### config.mk
export PLATFORM = sky130hd
export DESIGN_NAME = sar_readout_ctrl
export DESIGN_NICKNAME = d
export VERILOG_FILES = /design/src/rtl/sar_rd_pkg.sv /design/src/rtl/sar_sclk_gen.sv /design/src/rtl/sar_deser.sv /design/src/rtl/sar_seq.sv /design/src/rtl/sar_readout_ctrl.sv
export SDC_FILE = /design/constraint.sdc
export NUM_CORES = 1
export LEC_CHECK = 0
export ABC_CLOCK_PERIOD_IN_PS = 8900
export BUFFER_PORTS_ARGS = -buffer_cell sky130_fd_sc_hd__buf_2
export CORE_AREA = 2 2 94 96
export DETAILED_ROUTE_END_ITERATION = 8
export DIE_AREA = 0 0 96 98
export PLACE_DENSITY = 0.82
export SETUP_SLACK_MARGIN = 0.02
export SKIP_LAST_GASP = 1
export SLEW_MARGIN = 40
export SYNTH_ARGS = -nofsm -noshare
export SYNTH_HDL_FRONTEND = slang
export SYNTH_HIERARCHICAL = 1
export SYNTH_SLANG_ARGS = --single-unit
### constraint.sdc
create_clock -name clk -period 8.9 [get_ports clk]
set_input_delay 2.225 -clock clk [delete_from_list [all_inputs] [get_ports clk]]
set_output_delay 2.225 -clock clk [all_outputs]
set_load 0.01 [all_outputs]
### src/rtl/sar_rd_pkg.sv
package sar_rd_pkg;

    localparam int unsigned DEF_RES_W = 18;
    localparam int unsigned DEF_N_DEV = 2;
    localparam int unsigned DEF_DIV_W = 8;
    localparam int unsigned DEF_CNV_W = 16;

    typedef enum logic [2:0] {
        ST_IDLE,
        ST_SETUP,
        ST_CONV,
        ST_WAITB,
        ST_SHIFT,
        ST_TAIL
    } seq_state_e;

    typedef enum logic {
        LINK_CS    = 1'b0,
        LINK_CHAIN = 1'b1
    } link_mode_e;

    typedef struct packed {
        link_mode_e mode;
        logic       use_busy;
    } run_cfg_t;

    // Level of the data-in line that selects the given link mode
    function automatic logic mode_level(link_mode_e m);
        return (m == LINK_CS);
    endfunction

    function automatic link_mode_e mode_from_pin(logic chain);
        return chain ? LINK_CHAIN : LINK_CS;
    endfunction

endpackage

### src/rtl/sar_sclk_gen.sv
module sar_sclk_gen #(
    parameter int unsigned DIV_W = 8
) (
    input  logic             clk,
    input  logic             rst,
    input  logic             run_i,
    input  logic [DIV_W-1:0] half_i,
    output logic             sclk_o,
    output logic             rise_o,
    output logic             fall_o
);

    logic [DIV_W-1:0] cnt_q;
    logic [DIV_W-1:0] lim;
    logic             tick;

    always_comb begin
        lim    = (half_i == '0) ? '0 : half_i - 1'b1;
        tick   = run_i && (cnt_q == lim);
        rise_o = tick && !sclk_o;
        fall_o = tick && sclk_o;
    end

    always_ff @(posedge clk) begin
        if (rst || !run_i) begin
            cnt_q  <= '0;
            sclk_o <= 1'b0;
        end else if (tick) begin
            cnt_q  <= '0;
            sclk_o <= !sclk_o;
        end else begin
            cnt_q  <= cnt_q + 1'b1;
        end
    end

endmodule

### src/rtl/sar_deser.sv
module sar_deser #(
    parameter int unsigned RES_W = 18,
    parameter int unsigned IDX_W = 1
) (
    input  logic             clk,
    input  logic             rst,
    input  logic             clr_i,
    input  logic             skip_i,
    input  logic [IDX_W-1:0] last_idx_i,
    input  logic             sample_i,
    input  logic             sdo_i,
    output logic [RES_W-1:0] word_o,
    output logic [IDX_W-1:0] idx_o,
    output logic             vld_o,
    output logic             last_o
);

    localparam int unsigned CNT_W = $clog2(RES_W + 1);

    logic [RES_W-1:0] sh_q;
    logic [RES_W-1:0] sh_n;
    logic [CNT_W-1:0] bit_q;
    logic [IDX_W-1:0] widx_q;
    logic             skip_q;
    logic             take;
    logic             word_end;

    always_comb begin
        take     = sample_i && !skip_q;
        sh_n     = {sh_q[RES_W-2:0], sdo_i};
        word_end = take && (bit_q == CNT_W'(RES_W - 1));
        last_o   = word_end && (widx_q == last_idx_i);
    end

    always_ff @(posedge clk) begin
        if (rst) begin
            sh_q   <= '0;
            bit_q  <= '0;
            widx_q <= '0;
            skip_q <= 1'b0;
            word_o <= '0;
            idx_o  <= '0;
            vld_o  <= 1'b0;
        end else begin
            vld_o <= 1'b0;
            if (clr_i) begin
                sh_q   <= '0;
                bit_q  <= '0;
                widx_q <= '0;
                skip_q <= skip_i;
            end else if (sample_i) begin
                if (skip_q) begin
                    skip_q <= 1'b0;
                end else begin
                    sh_q <= sh_n;
                    if (word_end) begin
                        bit_q  <= '0;
                        widx_q <= widx_q + 1'b1;
                        word_o <= sh_n;
                        idx_o  <= widx_q;
                        vld_o  <= 1'b1;
                    end else begin
                        bit_q <= bit_q + 1'b1;
                    end
                end
            end
        end
    end

endmodule

### src/rtl/sar_seq.sv
module sar_seq
    import sar_rd_pkg::*;
#(
    parameter int unsigned DIV_W = 8,
    parameter int unsigned CNV_W = 16
) (
    input  logic             clk,
    input  logic             rst,
    input  logic             start_i,
    input  logic             chain_i,
    input  logic             busy_en_i,
    input  logic [DIV_W-1:0] half_i,
    input  logic [CNV_W-1:0] conv_i,
    input  logic             busy_seen_i,
    input  logic             last_i,
    input  logic             fall_i,
    output seq_state_e       state_o,
    output run_cfg_t         cfg_o,
    output logic [DIV_W-1:0] half_q_o,
    output logic             launch_o
);

    logic [CNV_W-1:0] conv_q;
    logic [CNV_W-1:0] tcnt_q;
    logic [CNV_W-1:0] conv_lim;
    seq_state_e       nxt;

    always_comb begin
        conv_lim = (conv_q == '0) ? '0 : conv_q - 1'b1;
        launch_o = (state_o == ST_IDLE) && start_i;
        nxt      = state_o;
        unique case (state_o)
            ST_IDLE:  if (start_i) nxt = ST_SETUP;
            ST_SETUP: nxt = ST_CONV;
            ST_CONV: begin
                if (cfg_o.use_busy)          nxt = ST_WAITB;
                else if (tcnt_q == conv_lim) nxt = ST_SHIFT;
            end
            ST_WAITB: if (busy_seen_i) nxt = ST_SHIFT;
            ST_SHIFT: if (last_i)      nxt = ST_TAIL;
            ST_TAIL:  if (fall_i)      nxt = ST_IDLE;
            default:  nxt = ST_IDLE;
        endcase
    end

    always_ff @(posedge clk) begin
        if (rst) begin
            state_o  <= ST_IDLE;
            cfg_o    <= '{mode: LINK_CS, use_busy: 1'b0};
            half_q_o <= '0;
            conv_q   <= '0;
            tcnt_q   <= '0;
        end else begin
            state_o <= nxt;
            if (launch_o) begin
                cfg_o.mode     <= mode_from_pin(chain_i);
                cfg_o.use_busy <= busy_en_i;
                half_q_o       <= half_i;
                conv_q         <= conv_i;
            end
            tcnt_q <= (state_o == ST_CONV) ? tcnt_q + 1'b1 : '0;
        end
    end

endmodule

### src/rtl/sar_readout_ctrl.sv
module sar_readout_ctrl
    import sar_rd_pkg::*;
#(
    parameter  int unsigned RES_W = DEF_RES_W,
    parameter  int unsigned N_DEV = DEF_N_DEV,
    parameter  int unsigned DIV_W = DEF_DIV_W,
    parameter  int unsigned CNV_W = DEF_CNV_W,
    localparam int unsigned IDX_W = (N_DEV > 1) ? $clog2(N_DEV) : 1
) (
    input  logic                    clk,
    input  logic                    rst,
    input  logic                    start_i,
    input  logic                    chain_i,
    input  logic                    busy_en_i,
    input  logic [DIV_W-1:0]        half_div_i,
    input  logic [CNV_W-1:0]        conv_cyc_i,
    input  logic                    sdo_i,
    output logic                    cnv_o,
    output logic                    sclk_o,
    output logic                    sdi_o,
    output logic signed [RES_W-1:0] res_o,
    output logic [IDX_W-1:0]        res_idx_o,
    output logic                    res_vld_o,
    output logic                    busy_o
);

    seq_state_e       state;
    run_cfg_t         cfg;
    logic [DIV_W-1:0] half_q;
    logic             launch;
    logic             rise;
    logic             fall;
    logic             last;
    logic             sclk_run;
    logic [1:0]       bsync_q;
    logic [IDX_W-1:0] last_idx;
    logic [RES_W-1:0] word;

    // Busy indicator synchronizer, flushed outside the wait state so a
    // stale line level from an earlier run cannot end the wait early.
    always_ff @(posedge clk) begin
        if (rst || state != ST_WAITB) bsync_q <= '0;
        else                          bsync_q <= {bsync_q[0], sdo_i};
    end

    always_comb begin
        sclk_run = (state == ST_SHIFT) || (state == ST_TAIL);
        last_idx = (cfg.mode == LINK_CHAIN) ? IDX_W'(N_DEV - 1) : '0;
        cnv_o    = (state == ST_CONV);
        sdi_o    = (state == ST_IDLE) ? 1'b1 : mode_level(cfg.mode);
        busy_o   = (state != ST_IDLE);
        res_o    = signed'(word);
    end

    sar_seq #(
        .DIV_W (DIV_W),
        .CNV_W (CNV_W)
    ) u_seq (
        .clk         (clk),
        .rst         (rst),
        .start_i     (start_i),
        .chain_i     (chain_i),
        .busy_en_i   (busy_en_i),
        .half_i      (half_div_i),
        .conv_i      (conv_cyc_i),
        .busy_seen_i (bsync_q[1]),
        .last_i      (last),
        .fall_i      (fall),
        .state_o     (state),
        .cfg_o       (cfg),
        .half_q_o    (half_q),
        .launch_o    (launch)
    );

    sar_sclk_gen #(
        .DIV_W (DIV_W)
    ) u_sclk (
        .clk    (clk),
        .rst    (rst),
        .run_i  (sclk_run),
        .half_i (half_q),
        .sclk_o (sclk_o),
        .rise_o (rise),
        .fall_o (fall)
    );

    sar_deser #(
        .RES_W (RES_W),
        .IDX_W (IDX_W)
    ) u_deser (
        .clk        (clk),
        .rst        (rst),
        .clr_i      (launch),
        .skip_i     (busy_en_i),
        .last_idx_i (last_idx),
        .sample_i   (rise),
        .sdo_i      (sdo_i),
        .word_o     (word),
        .idx_o      (res_idx_o),
        .vld_o      (res_vld_o),
        .last_o     (last)
    );

endmodule

Word-level counts from Yosys, hierarchy flattened
Index checks and enable logic that the tools add are counted.
W data, S select, Z words.
Cells by class
  add/sub/neg operators: 6
  equal/unequal tests: 15
  mux-type cells: 16
  bitwise operators: 5
  reduce and logical (&&, ||, !) cells: 26
Operators by type and width (count)
  $mux W3: 6
  $pmux W3 S6: 1
  $add A16 B1 Y16 const B: 1
  $eq A16 B16 Y1: 1
  $logic_not A16 Y1: 1
  $mux W16: 1
  $sub A16 B1 Y16 const B: 1
  $add A8 B1 Y8 const B: 1
  $eq A8 B8 Y1: 1
  $logic_not A8 Y1: 1
  $mux W8: 1
  $ne A2 B2 Y1 const B: 4
  $sub A8 B1 Y8 const B: 1
  $logic_and A1 B1 Y1: 7
  $eq A3 B2 Y1 const B: 2
  $eq A3 B3 Y1 const B: 2
  $mux W1: 6
  $reduce_or A2 Y1: 3
  $add A5 B1 Y5 const B: 1
  $eq A5 B5 Y1 const B: 1
  $mux W5: 1
  $not A1 Y1: 5
  $reduce_and A5 Y1: 1
  $reduce_and A4 Y1: 1
  other kinds (13): 17
Word-level totals
  bits in registers: 100
  input bits: 30
  output and inout port bits: 24
  logic and storage cells: 84

Longest topological paths before layout
Gate-level depths: netlist of the first run.
  depth after elaboration: 10
  mapped depth: 22

Modules after synthesis
Netlist of the first run, hierarchy kept.
Modules (own cells, without submodules)
  sar_seq: instances 1, cells an instance 340, area each 2595.0 sq um, sequential area each 900.9 sq um
  sar_deser: instances 1, cells an instance 207, area each 1764.2 sq um, sequential area each 880.8 sq um
  sar_sclk_gen: instances 1, cells an instance 93, area each 759.5 sq um, sequential area each 180.2 sq um
  sar_readout_ctrl: instances 1, cells an instance 9, area each 98.8 sq um, sequential area each 40.0 sq um

Worst setup path before layout of the first run
No wires, ideal clock.
  path type: register -> register
  start point: reg u_seq.half_q_o[0]
  end point: reg u_seq.state_o[2]
  library setup time: 0.117 ns
  data arrival time: 4.506 ns
  slack: 4.277 ns
  cell stages (with the launch flop): 23
  buffers on the path: 3
  period minus slack after synthesis: 4.623 ns
  path through: dfxtp_1 inv_1 ha_1 or4b_4 or4b_1 nand2_1 xor2_1 nor4_2 buf_6 and2_1 nor2b_1 buf_2 buf_2 nand2_1 nor2_1 nand2_1 nand4_1 o311ai_0 a211oi_1 nand4_1 o41ai_4 o21ai_1 a32o_1
Between the ends
  longest elaborated chain between the ends: 10
  elaborated cells on any way between the ends: 13
RTL lines
  start, declared: line sar_seq.sv:19  | output logic [DIV_W-1:0] half_q_o,
  start signal, assigned: line sar_seq.sv:58  | half_q_o <= half_i;
  $sub A8 B1 Y8 or $logic_not A8 Y1 (tied branches): line sar_sclk_gen.sv:18  | lim = (half_i == '0) ? '0 : half_i - 1'b1;
  $mux W8 *: line sar_sclk_gen.sv:18
  $eq A8 B8 Y1 *: line sar_sclk_gen.sv:19  | tick = run_i && (cnt_q == lim);
  $logic_and A1 B1 Y1 *: line sar_sclk_gen.sv:19
  $logic_and A1 B1 Y1 *: line sar_sclk_gen.sv:20  | rise_o = tick && !sclk_o;
  named net rise: line sar_readout_ctrl.sv:31  | logic rise;
  $logic_and A1 B1 Y1 *: line sar_deser.sv:29  | take = sample_i && !skip_q;
  $logic_and A1 B1 Y1 *: line sar_deser.sv:31  | word_end = take && (bit_q == CNT_W'(RES_W - 1));
  $logic_and A1 B1 Y1 *: line sar_deser.sv:32  | last_o = word_end && (widx_q == last_idx_i);
  named net last: line sar_readout_ctrl.sv:33  | logic last;
  $ne A2 B2 Y1 (no source line) *
  $reduce_and A5 Y1 (no source line) *
  end signal, assigned: line sar_seq.sv:54  | state_o <= nxt;
  end, declared: line sar_seq.sv:17  | output seq_state_e state_o,
The timed path passes the listed nets; every way through them passes the cells marked *.
A chain may end at the register's enable or synchronous reset.

Worst setup path in the final report of the first run
Ends and elaborated chain as after synthesis.

==> flow_summary_export.csv, run 1 <==
group,metric,value,unit
detailed_routing,detail-route-antenna-nets,0,
synth,synthesis.area,5220,µm²
detailed_routing,wl_met3,642,µm
synth,syn_nets,685,
floorplan,core.rowCount,34,
cells_and_area,final_common_cell,"nand2_1",
clock_tree,cts_tree,"built",
sta,period_minus_slack,5.34,ns
synth,avgSynthCellArea,8.04,µm²
synth,syn_inst,649,
sta,slew_viol_final,0,
status,status,"finished clean",
synth,synth.top_cells.by_area,"dfxtp_1 (38%), nand2_1 (7.7%), a21oi_1 (7.4%), xor2_1 (3.5%), nor2_1 (3.4%)",
critical_path,crit_arrival,5.62,ns
sta,setup-tns-final,0,ns
critical_path,cp.required,9.18,ns
clock_tree,cts_buffer_depth,2,
grt,grt_pass1_vias,4408,
floorplan,die_y,98,µm
place,dp_worst_setup_slack,3.70,ns
cells_and_area,final_cell_mix,"nand2_1 (107), dfxtp_1 (100), a21oi_1 (77)",
detailed_routing,drt_wl_total,12400,µm
critical_path,slowest_stage,"nor4_4",
critical_path,cp_num_buf_inv,2,
synth,ys_types,77,
floorplan,dieArea,9410,µm²
grt,antenna_found_initial,0,
synth,async_flop_share,0,%
synth,synth_area_leader_cell,"dfxtp_1",
sta,setup_viol,0,
critical_path,rr_worst_depth,20,
job,drv_cap,0,
critical_path,critPathLaunchType,"register",
clock_tree,clk_latency,0.38,ns
critical_path,worst_setup_path_end_kind,"register",
cells_and_area,multi_input_area,2940,µm²
sta,clock.fmax,187,MHz
cells_and_area,n_antenna_cell,0,
clock_tree,cts-root-buf,"clkbuf_8",
cells_and_area,nNetsFinal,706,
worst_hold_path,whs_path_depth,1,
synth,synth-main-ff-cell,"dfxtp_1",
detailed_routing,via_per_inst,6.09,
place,hpwlAfterDp,8520,µm
sta,fin_crit_sh,60.0,%
critical_path,critPathMaxStageDelay,0.62,ns
power,ir_worst_vdd,0.123,mV
critical_path,critical_path_class,"reg -> reg",
sta,skew,0.0184,ns
clock_tree,cts.sinks,100,
grt,grt_overflow,0,
sta,grt_setup_unrepaired,"no",
critical_path,path_cells,"inv_1 -> ha_1 -> or4b_4 -> or4b_1 -> nand2_1 -> xor2_1 -> nor4_4 -> and2_1 -> nor2b_2 -> buf_4 -> nand2_1 -> nor2_1 -> nand2_1 -> nand4_1 -> o311ai_0 -> a211oi_1 -> nand4_1 -> o41ai_4 -> o21ai_1 -> a32o_1",
critical_path,crit_cells,20,
critical_path,critPathTopFamily,"simple AND/OR/NAND/NOR gates",
synth,netlist.area_leader.share,38.4,%
critical_path,crit_fanout,38,
floorplan,start_util,61.6,%
detailed_routing,firstDrtPassIters,6,
grt,grt_max_degree,54,
power,p_comb_share,38.7,%
grt,grt_use_total,27.1,%
power,power.switching,0.000538,W
power,power_density,240,nW/µm²
power,switching_share,39.8,%
detailed_routing,num_vias,4766,
power,seq_power_share,39.9,%
place,io_buffers,53,
synth,ys_ff_latch,100,
cells_and_area,register_area,2000,µm²
cells_and_area,drive_gt1_share,14.5,%
detailed_routing,first_iter_violations,396,
sta,slew-limit-headroom,46.4,%
sta,worstMarginPinSlew,0.797,ns
detailed_routing,route.detailed.drc,0,
power,leakagePower,2.02,nW
detailed_routing,dr_wl_met2,6060,µm
detailed_routing,met1_length,5400,µm
clock_tree,cts_max_level,3,
synth,yosysWarnings,6,
sta,hold_viol_final,0,
detailed_routing,dr.max_layer_used,"met4",
grt,grt_pass1_wl,20600,µm
clock_tree,post_cts_buffers,0,
cells_and_area,n_fill_cell,700,
power,p_int,0.000813,W
floorplan,die-width,96,µm
critical_path,cp_common_cell,"nand2_1",
synth,yosysSeqAreaShare,38.4,%
worst_hold_path,hold_class,"reg -> reg",
synth,synth_edf_count,0,
sta,final.setup.worst_slack,3.56,ns
place,gp_congestion,0.935,
clock_tree,numCtsBuffers,9,
clock_tree,path_clk_slew,0.11,ns
detailed_routing,routedWlPerCell,15.8,µm
clock_tree,postCtsResizedCells,0,
power,p_clk_share,21.4,%
cells_and_area,area_growth,8.13,%
floorplan,io_pins,54,
floorplan,core,8470,µm²
clock_tree,ctsHoldBuffers,0,
==> stage by stage <==
step,util (%),cells,hold WS (ns),power (W),instance area (µm²)
finish,66.6,783,0.450,0.00135,5640
global route,66.6,783,0.485,0.00143,5640
global placement,64.0,767,0.415,0.00104,5420
CTS,66.6,783,0.453,0.00135,5630
detailed placement,64.1,767,0.428,0.00106,5430
floorplan,-,649,0.406,0.000957,5220
==> cells in the mapped netlist (3+ instances only) <==
cell and count:
nand2_1 107, dfxtp_1 100, a21oi_1 77, nor2_1 47, clkbuf_1 29, o21ai_1 22
xor2_1 21, nand4b_1 20, xnor2_1 20, inv_1 18, nand3_1 18, o21ai_0 15
nor3_1 14, or3_1 11, buf_2 8, nand4_1 7, ha_1 6, nor3b_1 6
nor4_1 6, buf_6 5, or4_1 5, and2_1 4, nand2b_1 4, nor4_2 4
a32oi_1 3, and3_1 3, buf_1 3, or3_4 3
==> cell families (layout without fill, tap and decap cells) <==
group | after synthesis | after routing | synth area share (%)
XOR/XNOR | 43 | 43 | 7.77
flip-flops | 100 | 100 | 38.4
buffers and inverters | 65 | 91 | 5.66
adder cells (fa/ha/maj) | 6 | 6 | 1.44
multiplexers | 3 | 3 | 0.600
AND/OR/NAND/NOR | 284 | 284 | 29.4
AO/OA/AOI/OAI | 148 | 148 | 16.8
==> worst paths after layout <==
check	from	end	slack, ns
setup / recovery	u_seq/half_q_o[0]	u_seq/state_o[2]	3.56
setup reg to reg	u_seq/half_q_o[0]	u_seq/state_o[2]	3.56
hold / removal	bsync_q[0]	bsync_q[1]	0.45
hold reg to reg	bsync_q[0]	bsync_q[1]	0.45
==> power groups by stage <==
stage / clock network (W) / logic (W) / registers, W
2_1_floorplan: 0 / 0.000437 / 0.000519
3_3_place_gp: 0 / 0.000499 / 0.000545
3_5_place_dp: 0 / 0.000511 / 0.000547
4_1_cts: 0.000298 / 0.000516 / 0.000537
5_1_grt: 0.000318 / 0.000572 / 0.000545
6_report: 0.000290 / 0.000523 / 0.000539
==> registers in the layout (all words and copies together), names as in the netlist, 2 cells and up <==
| register | count |
|---|---|
| u_seq/half_q_o | 8 |
| u_deser/word_o | 18 |
| u_sclk/cnt_q | 8 |
| u_seq/conv_q | 16 |
| u_seq/state_o | 3 |
| u_seq/cfg_o | 2 |
| u_deser/sh_q | 17 |
| u_seq/tcnt_q | 16 |
| u_deser/bit_q | 5 |
| bsync_q | 2 |
==> layout make-up <==
| class | count | share of cell area (%) |
|---|---|---|
| Clock buffer | 9 | 2.20 |
| Inverter | 19 | 1.26 |
| Sequential cell | 100 | 35.5 |
| Tap cell | 108 | 2.40 |
| Multi-Input combinational cell | 484 | 52.1 |
| Timing Repair Buffer | 56 | 5.15 |
| Clock inverter | 7 | 1.42 |
==> per-layer routing <==
metal  global-route usage, %  up-vias
met5                       0        -
met4                    9.23        0
met3                    5.71       40
met2                    43.8      177
met1                    35.6     2226
li1                        -     2323
No activity file was read; power rests on OpenSTA's default activity.
==> run 2, diff against run 1 <==
ABC_CLOCK_PERIOD_IN_PS = 5400   (was 8900)
CORE_AREA = 2 2 98 100   (was 2 2 94 96)
DIE_AREA = 0 0 100 102   (was 0 0 96 98)
PLACE_DENSITY = 0.76   (was 0.82)
clock period = 5.4 ns   (was 8.9 ns; I/O delays follow)
==> flow_summary_export.csv, run 2 (same netlist as run 1, synthesis figures left out) <==
group,metric,value,unit
place,dp_worst_setup_slack,0.855,ns
sta,fin_crit_sh,87.3,%
detailed_routing,firstDrtPassIters,5,
detailed_routing,drt_wl_total,12100,µm
power,switching_share,38.1,%
place,io_buffers,53,
grt,grt_max_degree,54,
grt,grt_pass1_wl,20700,µm
sta,hold_viol_final,0,
worst_hold_path,hold_class,"reg -> reg",
power,p_clk_share,22.9,%
cells_and_area,nNetsFinal,708,
detailed_routing,first_iter_violations,268,
critical_path,slowest_stage,"or4b_4",
sta,clock.fmax,212,MHz
critical_path,critPathMaxStageDelay,0.54,ns
cells_and_area,n_antenna_cell,0,
clock_tree,cts_buffer_depth,2,
critical_path,path_cells,"inv_1 -> ha_1 -> or4b_4 -> or4b_1 -> nand2_1 -> xor2_1 -> nor4_2 -> buf_4 -> and2_1 -> nor2b_2 -> nand2_1 -> nor2_1 -> nand2_1 -> nand4_1 -> o311ai_0 -> a211oi_1 -> nand4_1 -> o41ai_4 -> o21ai_1 -> a32o_1",
critical_path,critPathTopFamily,"simple AND/OR/NAND/NOR gates",
power,power.switching,0.000862,W
sta,slew-limit-headroom,49.5,%
critical_path,r2r-end,"u_seq/state_o[2]",
sta,slew_viol_final,0,
sta,whs,0.450,ns
clock_tree,postCtsResizedCells,0,
floorplan,io_pins,54,
status,status,"finished clean",
power,power_density,399,nW/µm²
clock_tree,numCtsBuffers,9,
cells_and_area,area_growth,8.56,%
grt,grt_use_total,25.0,%
critical_path,reg2reg_from,"u_seq/half_q_o[0]",
power,p_comb_share,38.1,%
sta,setup-tns-final,0,ns
critical_path,worst_setup_path_end_kind,"register",
floorplan,core.rowCount,35,
clock_tree,clk_latency,0.37,ns
critical_path,crit_end,"u_seq/state_o[2]",
floorplan,start_util,57.3,%
sta,final.setup.worst_slack,0.686,ns
critical_path,critPathLaunchType,"register",
clock_tree,ctsHoldBuffers,0,
clock_tree,cts_max_level,3,
place,hpwlAfterDp,8420,µm
sta,skew,0.0154,ns
sta,worstMarginPinSlew,0.757,ns
power,p_int,0.00140,W
critical_path,cp_common_cell,"nand2_1",
critical_path,cp.required,5.67,ns
grt,antenna_found_initial,0,
detailed_routing,via_per_inst,5.96,
floorplan,dieArea,10200,µm²
clock_tree,cts.sinks,100,
clock_tree,cts_tree,"built",
clock_tree,path_clk_slew,0.10,ns
sta,period_minus_slack,4.71,ns
cells_and_area,drive_gt1_share,14.8,%
grt,grt_pass1_vias,4465,
cells_and_area,largest_register_ffs,18,
floorplan,die-width,100,µm
critical_path,cp_num_buf_inv,2,
cells_and_area,top_register,"u_deser/word_o",
critical_path,critical_path_class,"reg -> reg",
critical_path,crit_arrival,4.98,ns
sta,grt_setup_unrepaired,"no",
power,ir_worst_vdd,0.151,mV
detailed_routing,route.detailed.drc,0,
power,seq_power_share,39.0,%
clock_tree,post_cts_buffers,0,
cells_and_area,largestRegisters,"u_deser/word_o: 18 flops, u_deser/sh_q: 17 flops",
power,leakagePower,2.04,nW
job,drv_cap,0,
clock_tree,cts-root-buf,"clkbuf_8",
cells_and_area,final_common_cell,"nand2_1",
detailed_routing,routedWlPerCell,15.3,µm
critical_path,crit_cells,20,
critical_path,reg2reg_slack,0.69,ns
floorplan,die_y,102,µm
sta,setup_viol,0,
place,gp_congestion,0.929,
critical_path,crit_fanout,11,
detailed_routing,detail-route-antenna-nets,0,
floorplan,core,9110,µm²
grt,grt_overflow,0,
critical_path,worstSetupStartpoint,"u_seq/half_q_o[0]",
critical_path,rr_worst_depth,20,
cells_and_area,final_cell_mix,"nand2_1 (107), dfxtp_1 (100), a21oi_1 (77)",
detailed_routing,num_vias,4699,
==> run 2: cell type report <==
cell class	count	area [µm²]
multi-input cells	484	2930
fillers	811	3440
clock buffers	10	138
repair buffers	58	305
flip-flops and latches	100	2000
clock inverters	6	78.8
well taps	111	139
inverters	19	71.3
==> run 2: worst min path at each step <==
stage | startpoint | endpoint | slack [ns] | cells after the start
after floorplan | bsync_q[0] | bsync_q[1] | 0.41 | 1
after global placement | bsync_q[0] | bsync_q[1] | 0.41 | 1
after detailed placement | bsync_q[0] | bsync_q[1] | 0.42 | 1
after CTS | bsync_q[0] | bsync_q[1] | 0.45 | 1
after global routing | bsync_q[0] | bsync_q[1] | 0.47 | 1
final | bsync_q[0] | bsync_q[1] | 0.45 | 1
==> run 2: power groups by stage <==
stage | Combinational, W | Clock (W) | Sequential [W]
2_1_floorplan | 0.000720 | 0 | 0.000856
3_3_place_gp | 0.000828 | 0 | 0.000893
3_5_place_dp | 0.000846 | 0 | 0.000900
4_1_cts | 0.000854 | 0.000527 | 0.000882
5_1_grt | 0.000954 | 0.000560 | 0.000898
6_report | 0.000862 | 0.000517 | 0.000882
==> run 2: stage by stage <==
stage	utilization (%)	total power, W	cells	area (µm²)
3_5_place_dp	59.7	0.00175	772	5440
2_1_floorplan	-	0.00158	649	5220
6_report	62.2	0.00226	788	5660
3_3_place_gp	59.7	0.00172	772	5440
4_1_cts	62.1	0.00226	788	5660
5_1_grt	62.2	0.00241	788	5660
==> run 2: per-layer routing <==
layer	GRT usage (%)	share of wire, %	vias up
li1	-	-	2326
met1	31.7	45	2213
met2	42.3	48	136
met3	5.34	4.5	24
met4	9.17	2.2	0
met5	0	0	-
==> run 3, diff against run 2 <==
CELL_PAD_IN_SITES_DETAIL_PLACEMENT = 0   (was unset)
CELL_PAD_IN_SITES_GLOBAL_PLACEMENT = 1   (was unset)
CORE_AREA = 2 2 112 114   (was 2 2 98 100)
DIE_AREA = 0 0 114 116   (was 0 0 100 102)
PLACE_DENSITY = 0.77   (was 0.76)
==> flow_summary_export.csv, run 3 (same netlist as run 1, synthesis figures left out) <==
group,metric,value,unit
detailed_routing,drt_wl_total,12700,µm
floorplan,start_util,43.8,%
sta,setup_viol,0,
power,leakagePower,2.06,nW
critical_path,critPathLaunchType,"register",
sta,clock.fmax,214,MHz
floorplan,io_pins,54,
grt,grt_use_total,20.1,%
sta,setup-tns-final,0,ns
sta,grt_setup_unrepaired,"no",
clock_tree,postCtsResizedCells,0,
grt,grt_max_degree,54,
critical_path,cp_common_cell,"nand2_1",
power,seq_power_share,36.9,%
sta,worstMarginPinSlew,0.734,ns
critical_path,crit_arrival,4.91,ns
clock_tree,clk_latency,0.34,ns
detailed_routing,firstDrtPassIters,5,
power,p_comb_share,36.3,%
place,io_buffers,53,
floorplan,die-width,114,µm
clock_tree,cts_max_level,3,
detailed_routing,first_iter_violations,279,
critical_path,cp_num_buf_inv,2,
sta,hold_viol_final,0,
cells_and_area,largestRegisters,"u_deser/word_o: 18 flops, u_deser/sh_q: 17 flops",
grt,antenna_found_initial,0,
cells_and_area,largest_register_ffs,18,
power,ir_worst_vdd,0.194,mV
cells_and_area,final_cell_mix,"nand2_1 (107), dfxtp_1 (100), a21oi_1 (77)",
detailed_routing,routedWlPerCell,15.4,µm
critical_path,critPathMaxStageDelay,0.53,ns
detailed_routing,detail-route-antenna-nets,0,
grt,grt_pass1_vias,4421,
power,p_int,0.00152,W
grt,grt_overflow,0,
cells_and_area,nNetsFinal,707,
critical_path,path_cells,"inv_1 -> ha_1 -> or4b_4 -> or4b_1 -> nand2_1 -> xor2_1 -> nor4_2 -> buf_4 -> and2_1 -> nor2b_2 -> nand2_1 -> nor2_1 -> nand2_1 -> nand4_1 -> o311ai_0 -> a211oi_1 -> nand4_1 -> o41ai_4 -> o21ai_1 -> a32o_1",
sta,period_minus_slack,4.67,ns
power,power.switching,0.000871,W
sta,slew_viol_final,0,
detailed_routing,route.detailed.drc,0,
floorplan,core,11900,µm²
clock_tree,cts_tree,"built",
cells_and_area,top_register,"u_deser/word_o",
power,switching_share,36.4,%
cells_and_area,fin_util,48.4,%
power,power_density,414,nW/µm²
detailed_routing,via_per_inst,5.65,
clock_tree,ctsHoldBuffers,0,
sta,fin_crit_sh,86.5,%
critical_path,slowest_stage,"or4b_4",
floorplan,dieArea,13200,µm²
cells_and_area,drive_gt1_share,14.4,%
cells_and_area,n_antenna_cell,0,
floorplan,die_y,116,µm
status,status,"finished clean",
critical_path,crit_fanout,11,
critical_path,worst_setup_path_end_kind,"register",
sta,slew-limit-headroom,51.1,%
place,gp_congestion,0.868,
detailed_routing,num_vias,4641,
grt,grt_pass1_wl,21600,µm
cells_and_area,final_common_cell,"nand2_1",
sta,skew,0.0106,ns
clock_tree,cts_buffer_depth,2,
clock_tree,cts.sinks,100,
cells_and_area,register_area,2000,µm²
floorplan,core.rowCount,40,
job,drv_cap,0,
cells_and_area,area_growth,10.6,%
critical_path,cp.required,5.64,ns
cells_and_area,multi_input_area,2930,µm²
cells_and_area,n_fill_cell,1207,
clock_tree,numCtsBuffers,9,
critical_path,critical_path_class,"reg -> reg",
clock_tree,post_cts_buffers,0,
place,hpwlAfterDp,8900,µm
clock_tree,cts-root-buf,"clkbuf_16",
critical_path,critPathTopFamily,"simple AND/OR/NAND/NOR gates",
worst_hold_path,hold_class,"reg -> reg",
power,p_clk_share,26.8,%
clock_tree,path_clk_slew,0.07,ns
run 3: cell count changes in the layout (fill, tap and decap cells not counted), sizes merged:
cell    before  now
clkbuf      10   12
buf         58   57
clkinv       3    2
inv         21   19
run 3: stage by stage:
step	hold slack [ns]	total power (W)	cells	cell area [µm²]	worst slack (ns)
floorplan	0.406	0.00158	649	5220	0.777
global placement	0.426	0.00174	807	5480	0.949
detailed placement	0.418	0.00176	807	5490	0.758
CTS	0.448	0.00240	822	5770	0.741
global route	0.471	0.00254	822	5770	0.354
finish	0.448	0.00239	822	5770	0.730
run 3: worst paths after layout:
kind	startpoint	end	slack (ns)	cells after the start
max	u_seq/half_q_o[0]	u_seq/state_o[2]	0.73	20
min	bsync_q[0]	bsync_q[1]	0.45	1
max reg2reg	u_seq/half_q_o[0]	u_seq/state_o[2]	0.73	20
min reg2reg	bsync_q[0]	bsync_q[1]	0.45	1
run 3: metal layers:
metal,track usage [%],part of all wire (%),vias to the layer above
met2,34.3,49,89
met4,7.80,1.4,0
met5,0,0,-
li1,-,-,2323
met3,2.93,3.5,15
met1,25.9,46,2214
run 3: layout make-up:
type / instances / share of cell area (%)
Clock buffer: 12 / 4.10
Inverter: 19 / 1.24
Tap cell: 147 / 3.19
Clock inverter: 3 / 0.824
Timing Repair Buffer: 57 / 5.16
Multi-Input combinational cell: 484 / 50.8
Sequential cell: 100 / 34.7
run 3: power groups by stage:
| stage | combinational [W] | sequential, W | clock, W |
|---|---|---|---|
| global route | 0.000959 | 0.000897 | 0.000685 |
| detailed placement | 0.000855 | 0.000901 | 0 |
| global placement | 0.000841 | 0.000896 | 0 |
| finish | 0.000868 | 0.000883 | 0.000639 |
| CTS | 0.000860 | 0.000883 | 0.000656 |
| floorplan | 0.000720 | 0.000856 | 0 |
run 3: worst reg2reg max path: stages (launching register included):
cell and delay [ns]:
dfxtp_1 0.37, inv_1 0.10, ha_1 0.31, or4b_4 0.53, or4b_1 0.48, nand2_1 0.09
xor2_1 0.07, nor4_2 0.24, buf_4 0.22, and2_1 0.22, nor2b_2 0.19, nand2_1 0.08
nor2_1 0.12, nand2_1 0.06, nand4_1 0.13, o311ai_0 0.14, a211oi_1 0.24, nand4_1 0.16
o41ai_4 0.41, o21ai_1 0.13, a32o_1 0.27
